### config.mk
export PLATFORM = sky130hd
export DESIGN_NAME = evt_word_fmt
export DESIGN_NICKNAME = d
export VERILOG_FILES = /design/src/rtl/evt_fmt_pkg.sv /design/src/rtl/evt_lowest_pick.sv /design/src/rtl/evt_qual_enc.sv /design/src/rtl/evt_item_sel.sv /design/src/rtl/evt_word_fmt.sv
export SDC_FILE = /design/constraint.sdc
export NUM_CORES = 1
export LEC_CHECK = 0
export ABC_AREA = 0
export BUFFER_PORTS_ARGS = -buffer_cell sky130_fd_sc_hd__buf_2
export CAP_MARGIN = 10
export CORE_MARGIN = 10
export CORE_UTILIZATION = 26
export DETAILED_ROUTE_END_ITERATION = 16
export PLACE_DENSITY = 0.47
export SLEW_MARGIN = 20
export SYNTH_ARGS = -nofsm -noshare
export SYNTH_HDL_FRONTEND = slang
export SYNTH_SLANG_ARGS = --single-unit
### constraint.sdc
create_clock -name clk -period 23.2 [get_ports clk]
set_clock_uncertainty 0.05 [all_clocks]
set_input_delay 4.64 -clock clk [delete_from_list [all_inputs] [get_ports clk]]
set_output_delay 4.64 -clock clk [all_outputs]
set_load 0.01 [all_outputs]
### src/rtl/evt_fmt_pkg.sv
package evt_fmt_pkg;

   localparam int QUAL_W    = 2;
   localparam int ITEM_W    = 6;
   localparam int GROUP_W   = 8;
   localparam int PAYLOAD_W = 16;
   localparam int WORD_W    = QUAL_W + ITEM_W + GROUP_W + PAYLOAD_W;

   // kind of item currently selected; decides the qualifier meaning
   typedef enum logic [2:0] {
      K_GE_EHI,
      K_GE_ELO,
      K_GE_TCO,
      K_GE_TFT,
      K_BGO_E,
      K_BGO_T,
      K_PATTERN
   } item_kind_e;

   function automatic logic [WORD_W-1:0] pack_word(
      input logic [QUAL_W-1:0]    qual,
      input logic [ITEM_W-1:0]    item,
      input logic [GROUP_W-1:0]   group,
      input logic [PAYLOAD_W-1:0] payload);
      return {qual, item, group, payload};
   endfunction

endpackage

### src/rtl/evt_lowest_pick.sv
// Lowest-set-bit picker over the pending item mask.
module evt_lowest_pick #(
   parameter int N     = 23,
   parameter int IDX_W = (N > 1) ? $clog2(N) : 1
) (
   input  logic [N-1:0]     req,
   output logic             any,
   output logic [IDX_W-1:0] idx
);
   always_comb begin
      any = 1'b0;
      idx = '0;
      for (int i = N - 1; i >= 0; i--) begin
         if (req[i]) begin
            any = 1'b1;
            idx = IDX_W'(i);
         end
      end
   end
endmodule

### src/rtl/evt_qual_enc.sv
// Qualifier encoder; meaning of the two bits depends on the item kind.
module evt_qual_enc
   import evt_fmt_pkg::*;
(
   input  item_kind_e        kind,
   input  logic              pre_pu,
   input  logic              post_pu,
   input  logic              veto,
   output logic [QUAL_W-1:0] qual
);
   always_comb begin
      unique case (kind)
         K_GE_EHI, K_GE_ELO: qual = {pre_pu | post_pu, veto};
         K_GE_TCO:           qual = {pre_pu, post_pu};
         K_GE_TFT:           qual = 2'b00;
         default:            qual = 2'b11;
      endcase
   end
endmodule

### src/rtl/evt_item_sel.sv
// Maps an item number onto its payload, kind and status flags.
module evt_item_sel
   import evt_fmt_pkg::*;
#(
   parameter int NUM_GE  = 5,
   parameter int NUM_BGO = 8,
   parameter int DATA_W  = 13,
   parameter int IDX_W   = 5
) (
   input  logic [IDX_W-1:0]         idx,
   input  logic [NUM_GE*DATA_W-1:0] e_hi,
   input  logic [NUM_GE*DATA_W-1:0] e_lo,
   input  logic [NUM_GE*DATA_W-1:0] t_co,
   input  logic [NUM_GE*DATA_W-1:0] t_ft,
   input  logic [NUM_GE-1:0]        pre_pu,
   input  logic [NUM_GE-1:0]        post_pu,
   input  logic [NUM_GE-1:0]        veto,
   input  logic [DATA_W-1:0]        bgo_e,
   input  logic [DATA_W-1:0]        bgo_t,
   input  logic [NUM_BGO-1:0]       hit_bgo,
   input  logic [NUM_GE-1:0]        hit_ge,
   output item_kind_e               kind,
   output logic [PAYLOAD_W-1:0]     payload,
   output logic                     sel_pre,
   output logic                     sel_post,
   output logic                     sel_veto
);
   localparam int GE_ITEMS = 4 * NUM_GE;

   always_comb begin
      int ch;
      int rel;
      kind     = K_PATTERN;
      payload  = '0;
      sel_pre  = 1'b0;
      sel_post = 1'b0;
      sel_veto = 1'b0;
      ch       = int'(idx) / 4;
      rel      = int'(idx) - GE_ITEMS;
      if (int'(idx) < GE_ITEMS) begin
         sel_pre  = pre_pu[ch];
         sel_post = post_pu[ch];
         sel_veto = veto[ch];
         unique case (idx[1:0])
            2'd0: begin kind = K_GE_EHI; payload[DATA_W-1:0] = e_hi[ch*DATA_W +: DATA_W]; end
            2'd1: begin kind = K_GE_ELO; payload[DATA_W-1:0] = e_lo[ch*DATA_W +: DATA_W]; end
            2'd2: begin kind = K_GE_TCO; payload[DATA_W-1:0] = t_co[ch*DATA_W +: DATA_W]; end
            default: begin kind = K_GE_TFT; payload[DATA_W-1:0] = t_ft[ch*DATA_W +: DATA_W]; end
         endcase
      end else if (rel == 0) begin
         kind = K_BGO_E;
         payload[DATA_W-1:0] = bgo_e;
      end else if (rel == 1) begin
         kind = K_BGO_T;
         payload[DATA_W-1:0] = bgo_t;
      end else begin
         kind = K_PATTERN;
         payload[NUM_BGO-1:0]       = hit_bgo;
         payload[NUM_BGO +: NUM_GE] = hit_ge;
      end
   end
endmodule

### src/rtl/evt_word_fmt.sv
// Event readout word formatter: snapshot, ordered walk, FIFO write port.
module evt_word_fmt
   import evt_fmt_pkg::*;
#(
   parameter int NUM_GE    = 5,
   parameter int NUM_BGO   = 8,
   parameter int DATA_W    = 13,
   parameter int ERR_W     = 8,
   parameter int NUM_ITEMS = 4 * NUM_GE + 3
) (
   input  logic                     clk,
   input  logic                     rst_n,
   input  logic                     evt_stb,
   input  logic [NUM_ITEMS-1:0]     ro_enable,
   input  logic [GROUP_W-1:0]       group_id,
   input  logic [NUM_GE*DATA_W-1:0] ge_e_hi,
   input  logic [NUM_GE*DATA_W-1:0] ge_e_lo,
   input  logic [NUM_GE*DATA_W-1:0] ge_t_co,
   input  logic [NUM_GE*DATA_W-1:0] ge_t_ft,
   input  logic [NUM_GE-1:0]        ge_pre_pu,
   input  logic [NUM_GE-1:0]        ge_post_pu,
   input  logic [NUM_GE-1:0]        ge_veto,
   input  logic [DATA_W-1:0]        bgo_e,
   input  logic [DATA_W-1:0]        bgo_t,
   input  logic [NUM_BGO-1:0]       hit_bgo,
   input  logic [NUM_GE-1:0]        hit_ge,
   output logic                     wr_valid,
   output logic [WORD_W-1:0]        wr_data,
   input  logic                     wr_ready,
   output logic                     busy,
   output logic [ERR_W-1:0]         drop_cnt,
   output logic                     fifo_err
);
   localparam int IDX_W = $clog2(NUM_ITEMS);

   initial begin
      assert (NUM_ITEMS == 4 * NUM_GE + 3) else $fatal(1, "item count must match channel count");
      assert (NUM_ITEMS <= (1 << ITEM_W)) else $fatal(1, "item number field too narrow");
      assert (NUM_BGO + NUM_GE <= PAYLOAD_W) else $fatal(1, "pattern does not fit payload");
      assert (DATA_W <= PAYLOAD_W) else $fatal(1, "value wider than payload");
      assert (ERR_W >= 1) else $fatal(1, "drop counter needs a bit");
   end

   // ---------------- snapshot ----------------
   logic                     take;
   logic [NUM_ITEMS-1:0]     pend;
   logic [GROUP_W-1:0]       s_group;
   logic [NUM_GE*DATA_W-1:0] s_e_hi, s_e_lo, s_t_co, s_t_ft;
   logic [NUM_GE-1:0]        s_pre, s_post, s_veto, s_hit_ge;
   logic [DATA_W-1:0]        s_bgo_e, s_bgo_t;
   logic [NUM_BGO-1:0]       s_hit_bgo;

   assign take = evt_stb & ~busy;

   for (genvar c = 0; c < NUM_GE; c++) begin : g_ch
      always_ff @(posedge clk) begin
         if (take) begin
            s_e_hi[c*DATA_W +: DATA_W] <= ge_e_hi[c*DATA_W +: DATA_W];
            s_e_lo[c*DATA_W +: DATA_W] <= ge_e_lo[c*DATA_W +: DATA_W];
            s_t_co[c*DATA_W +: DATA_W] <= ge_t_co[c*DATA_W +: DATA_W];
            s_t_ft[c*DATA_W +: DATA_W] <= ge_t_ft[c*DATA_W +: DATA_W];
            s_pre[c]    <= ge_pre_pu[c];
            s_post[c]   <= ge_post_pu[c];
            s_veto[c]   <= ge_veto[c];
            s_hit_ge[c] <= hit_ge[c];
         end
      end
   end

   always_ff @(posedge clk) begin
      if (take) begin
         s_group   <= group_id;
         s_bgo_e   <= bgo_e;
         s_bgo_t   <= bgo_t;
         s_hit_bgo <= hit_bgo;
      end
   end

   // ---------------- item walk ----------------
   logic             any_pend;
   logic [IDX_W-1:0] cur_idx;

   evt_lowest_pick #(.N(NUM_ITEMS), .IDX_W(IDX_W)) u_pick (
      .req (pend),
      .any (any_pend),
      .idx (cur_idx)
   );

   item_kind_e           cur_kind;
   logic [PAYLOAD_W-1:0] cur_payload;
   logic                 cur_pre, cur_post, cur_veto;
   logic [QUAL_W-1:0]    cur_qual;

   evt_item_sel #(
      .NUM_GE(NUM_GE), .NUM_BGO(NUM_BGO), .DATA_W(DATA_W), .IDX_W(IDX_W)
   ) u_sel (
      .idx      (cur_idx),
      .e_hi     (s_e_hi),
      .e_lo     (s_e_lo),
      .t_co     (s_t_co),
      .t_ft     (s_t_ft),
      .pre_pu   (s_pre),
      .post_pu  (s_post),
      .veto     (s_veto),
      .bgo_e    (s_bgo_e),
      .bgo_t    (s_bgo_t),
      .hit_bgo  (s_hit_bgo),
      .hit_ge   (s_hit_ge),
      .kind     (cur_kind),
      .payload  (cur_payload),
      .sel_pre  (cur_pre),
      .sel_post (cur_post),
      .sel_veto (cur_veto)
   );

   evt_qual_enc u_qual (
      .kind    (cur_kind),
      .pre_pu  (cur_pre),
      .post_pu (cur_post),
      .veto    (cur_veto),
      .qual    (cur_qual)
   );

   assign busy     = any_pend;
   assign wr_valid = any_pend;
   assign wr_data  = pack_word(cur_qual, ITEM_W'(cur_idx), s_group, cur_payload);

   // ---------------- control state ----------------
   always_ff @(posedge clk or negedge rst_n) begin
      if (!rst_n) begin
         pend     <= '0;
         drop_cnt <= '0;
         fifo_err <= 1'b0;
      end else begin
         if (take) begin
            pend <= ro_enable;
         end else if (wr_valid && wr_ready) begin
            pend[cur_idx] <= 1'b0;                                   // only on accept
         end
         if (evt_stb && busy && (drop_cnt != {ERR_W{1'b1}})) begin
            drop_cnt <= drop_cnt + 1'b1;
         end
         if (wr_valid && !wr_ready) begin
            fifo_err <= 1'b1;
         end
      end
   end

endmodule

==> flow_metrics.env <==
export IMPL_grt_use_total_pct=17.35
export IMPL_rsz0062_at_grt="false"
export IMPL_period_share_pct=44.86
export IMPL_syn_to_final_growth_pct=28.65
export IMPL_synth_fa_ha_area_share_pct=0.2582
export IMPL_hold_class="flop to flop"
export IMPL_grt_antenna_before_repair=8
export IMPL_clk_insertion_delay_late_ns=0.59
export IMPL_setup_violations=0
export IMPL_coreArea_mm2=0.05520
export IMPL_fin_cells=2265
export IMPL_numPortBuffers=387
export IMPL_avgSynthCellArea_um2=13.34
export IMPL_fin_tns_setup_ns=0
export IMPL_period_minus_slack_ns=10.41
export IMPL_worstMarginPinSlew_ns=1.103
export IMPL_die_w_um=256.5
export IMPL_drt_pass1_iter_count=5
export IMPL_crit_start="pend[15]"
export IMPL_avgViaCountPerCell=4.834
export IMPL_clock_path_buffers=3
export IMPL_cts_resized=0
export IMPL_synthXorXnorAreaFrac_pct=0.4217
export IMPL_cp_cell_sequence="nor4_1, o211ai_1, nand2_2, inv_1, nor2_4, buf_4, inv_1, ha_1, inv_1, o21ai_2, buf_4, nor2_1, o211ai_1, nor2_1, a211oi_2, o211ai_1, buf_2"
export IMPL_final_common_cell="buf_2"
export IMPL_post_cts_setup_buffers=0
export IMPL_netlist_area_mm2=0.01454
export IMPL_routed_wl_um=58910
export IMPL_yosys_area_share_simple_pct=11.76
export IMPL_dp_worst_setup_slack_ns=13.54
export IMPL_r2r_start="pend[15]"
export IMPL_outcome="complete, no violations"
export IMPL_worstSetupPathType="flop to output pin"
export IMPL_htree_levels=2
export IMPL_layout_common_cells="buf_2, edfxtp_1, nand2_1, nor2_1, o21ai_0"
export IMPL_end_kind="output pin"
export IMPL_muxShareOfSynthArea_pct=0.9037
export IMPL_place_congestion=0.8304
export IMPL_holdBufCountCts=0
export IMPL_grt_ovfl_total=0
export IMPL_final_util_pct=33.88
export IMPL_grt_pass1_vias=11650
export IMPL_finalWorstSetupSlack_ns=12.79
export IMPL_grt_max_degree=138
export IMPL_critPathSlowestCell="nor4_1"
export IMPL_final_net_count=1834
export IMPL_worstPathRequired_ns=18.51
export IMPL_min_from="fifo_err"
export IMPL_start_kind="flop"
export IMPL_io_pins=392
export IMPL_critPathMaxStageDelay_ns=0.73
export IMPL_syn_inst=1090
export IMPL_drive_above_1_share_pct=32.41
export IMPL_yosysWarnings=0
export IMPL_fp_dieH_um=256.5
export IMPL_relSlewSlack_pct=25.88
export IMPL_cts_root_buf="clkbuf_16"
export IMPL_ys_ff_latch=354
export IMPL_antenna_left=0
export IMPL_r2r_setup_slack_ns=18.85
export IMPL_num_vias=10950
export IMPL_synth_seq_area_share_pct=72.02
export IMPL_maxCapViolations=0
export IMPL_multi_input_area_mm2=0.003791
export IMPL_clock_fmax_mhz=96.09
export IMPL_drt_drc_violations_left=0
export IMPL_worst_path_max_fanout=19
export IMPL_start_util_pct=26.34
export IMPL_die_area_mm2=0.06577
export IMPL_synth_flop_cell="edfxtp_1"
export IMPL_drv_slew=0
export IMPL_hold_viol=0
export IMPL_drtIter0Drc=840
export IMPL_placed_cells=2184
export IMPL_clk_pin_slew_ns=0.06
export IMPL_synth_cell_types=63
export IMPL_cp_arrival_ns=5.72
export IMPL_synth_compound_area_share_pct=12.40
export IMPL_seq_area_mm2=0.01047
export IMPL_fillers=5509
export IMPL_cts_buffers=44
export IMPL_tritoncts="done"
export IMPL_grt_pass1_wl_um=82900
export IMPL_synth_async_reset_ratio_pct=9.040
export IMPL_synth_edf_count=322
export IMPL_synth_top_family_by_area="compound AO/OA/AOI/OAI gates"
export IMPL_rows=86
export IMPL_dp_hpwl_um=44030
export IMPL_clkSinkCount=354
export IMPL_avgRoutedWirePerCell_um=26.01
==> metrics by stage <==
stage / area (um^2) / hold slack (ns)
6_report: 18700 / 0.4375
2_1_floorplan: 14550 / 0.4343
5_1_grt: 18700 / 0.4745
3_5_place_dp: 17310 / 0.4188
4_1_cts: 18700 / 0.4357
3_3_place_gp: 17310 / 0.4108
==> cell families after synthesis <==
kind of cell / after synthesis
other: 1
buffers and inverters: 72
adder cells (fa/ha/maj): 3
multiplexers: 13
flip-flops: 354
AND/OR/NAND/NOR: 381
XOR/XNOR: 7
AO/OA/AOI/OAI: 259
==> per-layer routing <==
layer / GRT usage, % / share of wire, % / vias up
met5: 0 / 0.088 / -
met4: 5.407 / 2.6 / 6
met3: 4.852 / 7.6 / 87
met2: 29.67 / 49 / 498
met1: 20.85 / 41 / 5388
li1: - / - / 4970
==> path summary, 6_finish.rpt <==
kind,end,cells after the start
setup / recovery,wr_data[12],17
hold / removal,fifo_err,1
setup reg to reg,s_e_lo[48],7
hold reg to reg,fifo_err,1
max in group asynchronous,pend[0],1
min in group asynchronous,pend[12],1
==> Yosys cell counts, types with 2 or more instances <==
| library cell | number | area (um^2) |
|---|---|---|
| dfrtp_1 | 32 | 800.8 |
| inv_1 | 9 | 33.78 |
| clkbuf_1 | 33 | 123.9 |
| o32ai_1 | 2 | 17.52 |
| xor2_1 | 3 | 26.28 |
| nor4_4 | 2 | 42.54 |
| o211a_1 | 10 | 100.1 |
| o2111ai_1 | 10 | 87.58 |
| o211ai_1 | 5 | 37.54 |
| and2_1 | 4 | 25.02 |
| mux2i_1 | 12 | 120.1 |
| or4_1 | 4 | 30.03 |
| a21oi_1 | 32 | 160.2 |
| xnor2_1 | 4 | 35.03 |
| o21ai_0 | 69 | 345.3 |
| a221oi_1 | 3 | 26.28 |
| a32oi_1 | 22 | 192.7 |
| a211o_1 | 3 | 26.28 |
| a211oi_2 | 2 | 25.02 |
| and2_0 | 2 | 12.51 |
| nand4_1 | 7 | 43.79 |
| ha_1 | 3 | 37.54 |
| nor2b_1 | 4 | 25.02 |
| nand3_1 | 39 | 195.2 |
| buf_2 | 17 | 85.08 |
| buf_1 | 2 | 7.510 |
| a211oi_1 | 28 | 210.2 |
| buf_4 | 8 | 60.06 |
| or3_1 | 3 | 18.77 |
| nand2b_1 | 2 | 12.51 |
| nand2_1 | 176 | 660.6 |
| nor2_1 | 76 | 285.3 |
| a31oi_1 | 34 | 212.7 |
| o21ai_1 | 2 | 10.01 |
| a21boi_0 | 2 | 15.01 |
| o21bai_1 | 2 | 15.01 |
| nor3_1 | 45 | 225.2 |
| edfxtp_1 | 322 | 9669 |
| nor4_1 | 6 | 37.54 |
| a22o_1 | 21 | 183.9 |
| inv_2 | 3 | 11.26 |
| a311oi_1 | 4 | 35.03 |
==> cell type report <==
type,count,share of cell area [%]
diodes,2,0.02676
clock buffers,56,6.128
clock inverters,23,1.305
inverters,12,0.2810
multi-input cells,667,20.27
flip-flops and latches,354,55.99
well taps,748,5.004
repair buffers,403,11.00
==> worst max-delay path, delay by kind of cell (launching register included) <==
kind | cells | cell delay [ns]
AO/OA/AOI/OAI | 5 | 0.81
adder cells (fa/ha/maj) | 1 | 0.51
flip-flops | 1 | 0.42
AND/OR/NAND/NOR | 5 | 1.98
buffers and inverters | 6 | 1.34
==> flip-flops by register name, indices dropped and copies added (netlist names) <==
name,cells
s_bgo_t,13
s_e_lo,65
s_post,5
pend,23
drop_cnt,8
s_hit_ge,5
s_bgo_e,13
s_e_hi,65
s_group,8
s_hit_bgo,8
fifo_err,1
s_t_ft,65
s_veto,5
s_pre,5
s_t_co,65
Power is not shown: default switching activity piles up to over one toggle a cycle in this logic, so the estimate is an artifact.
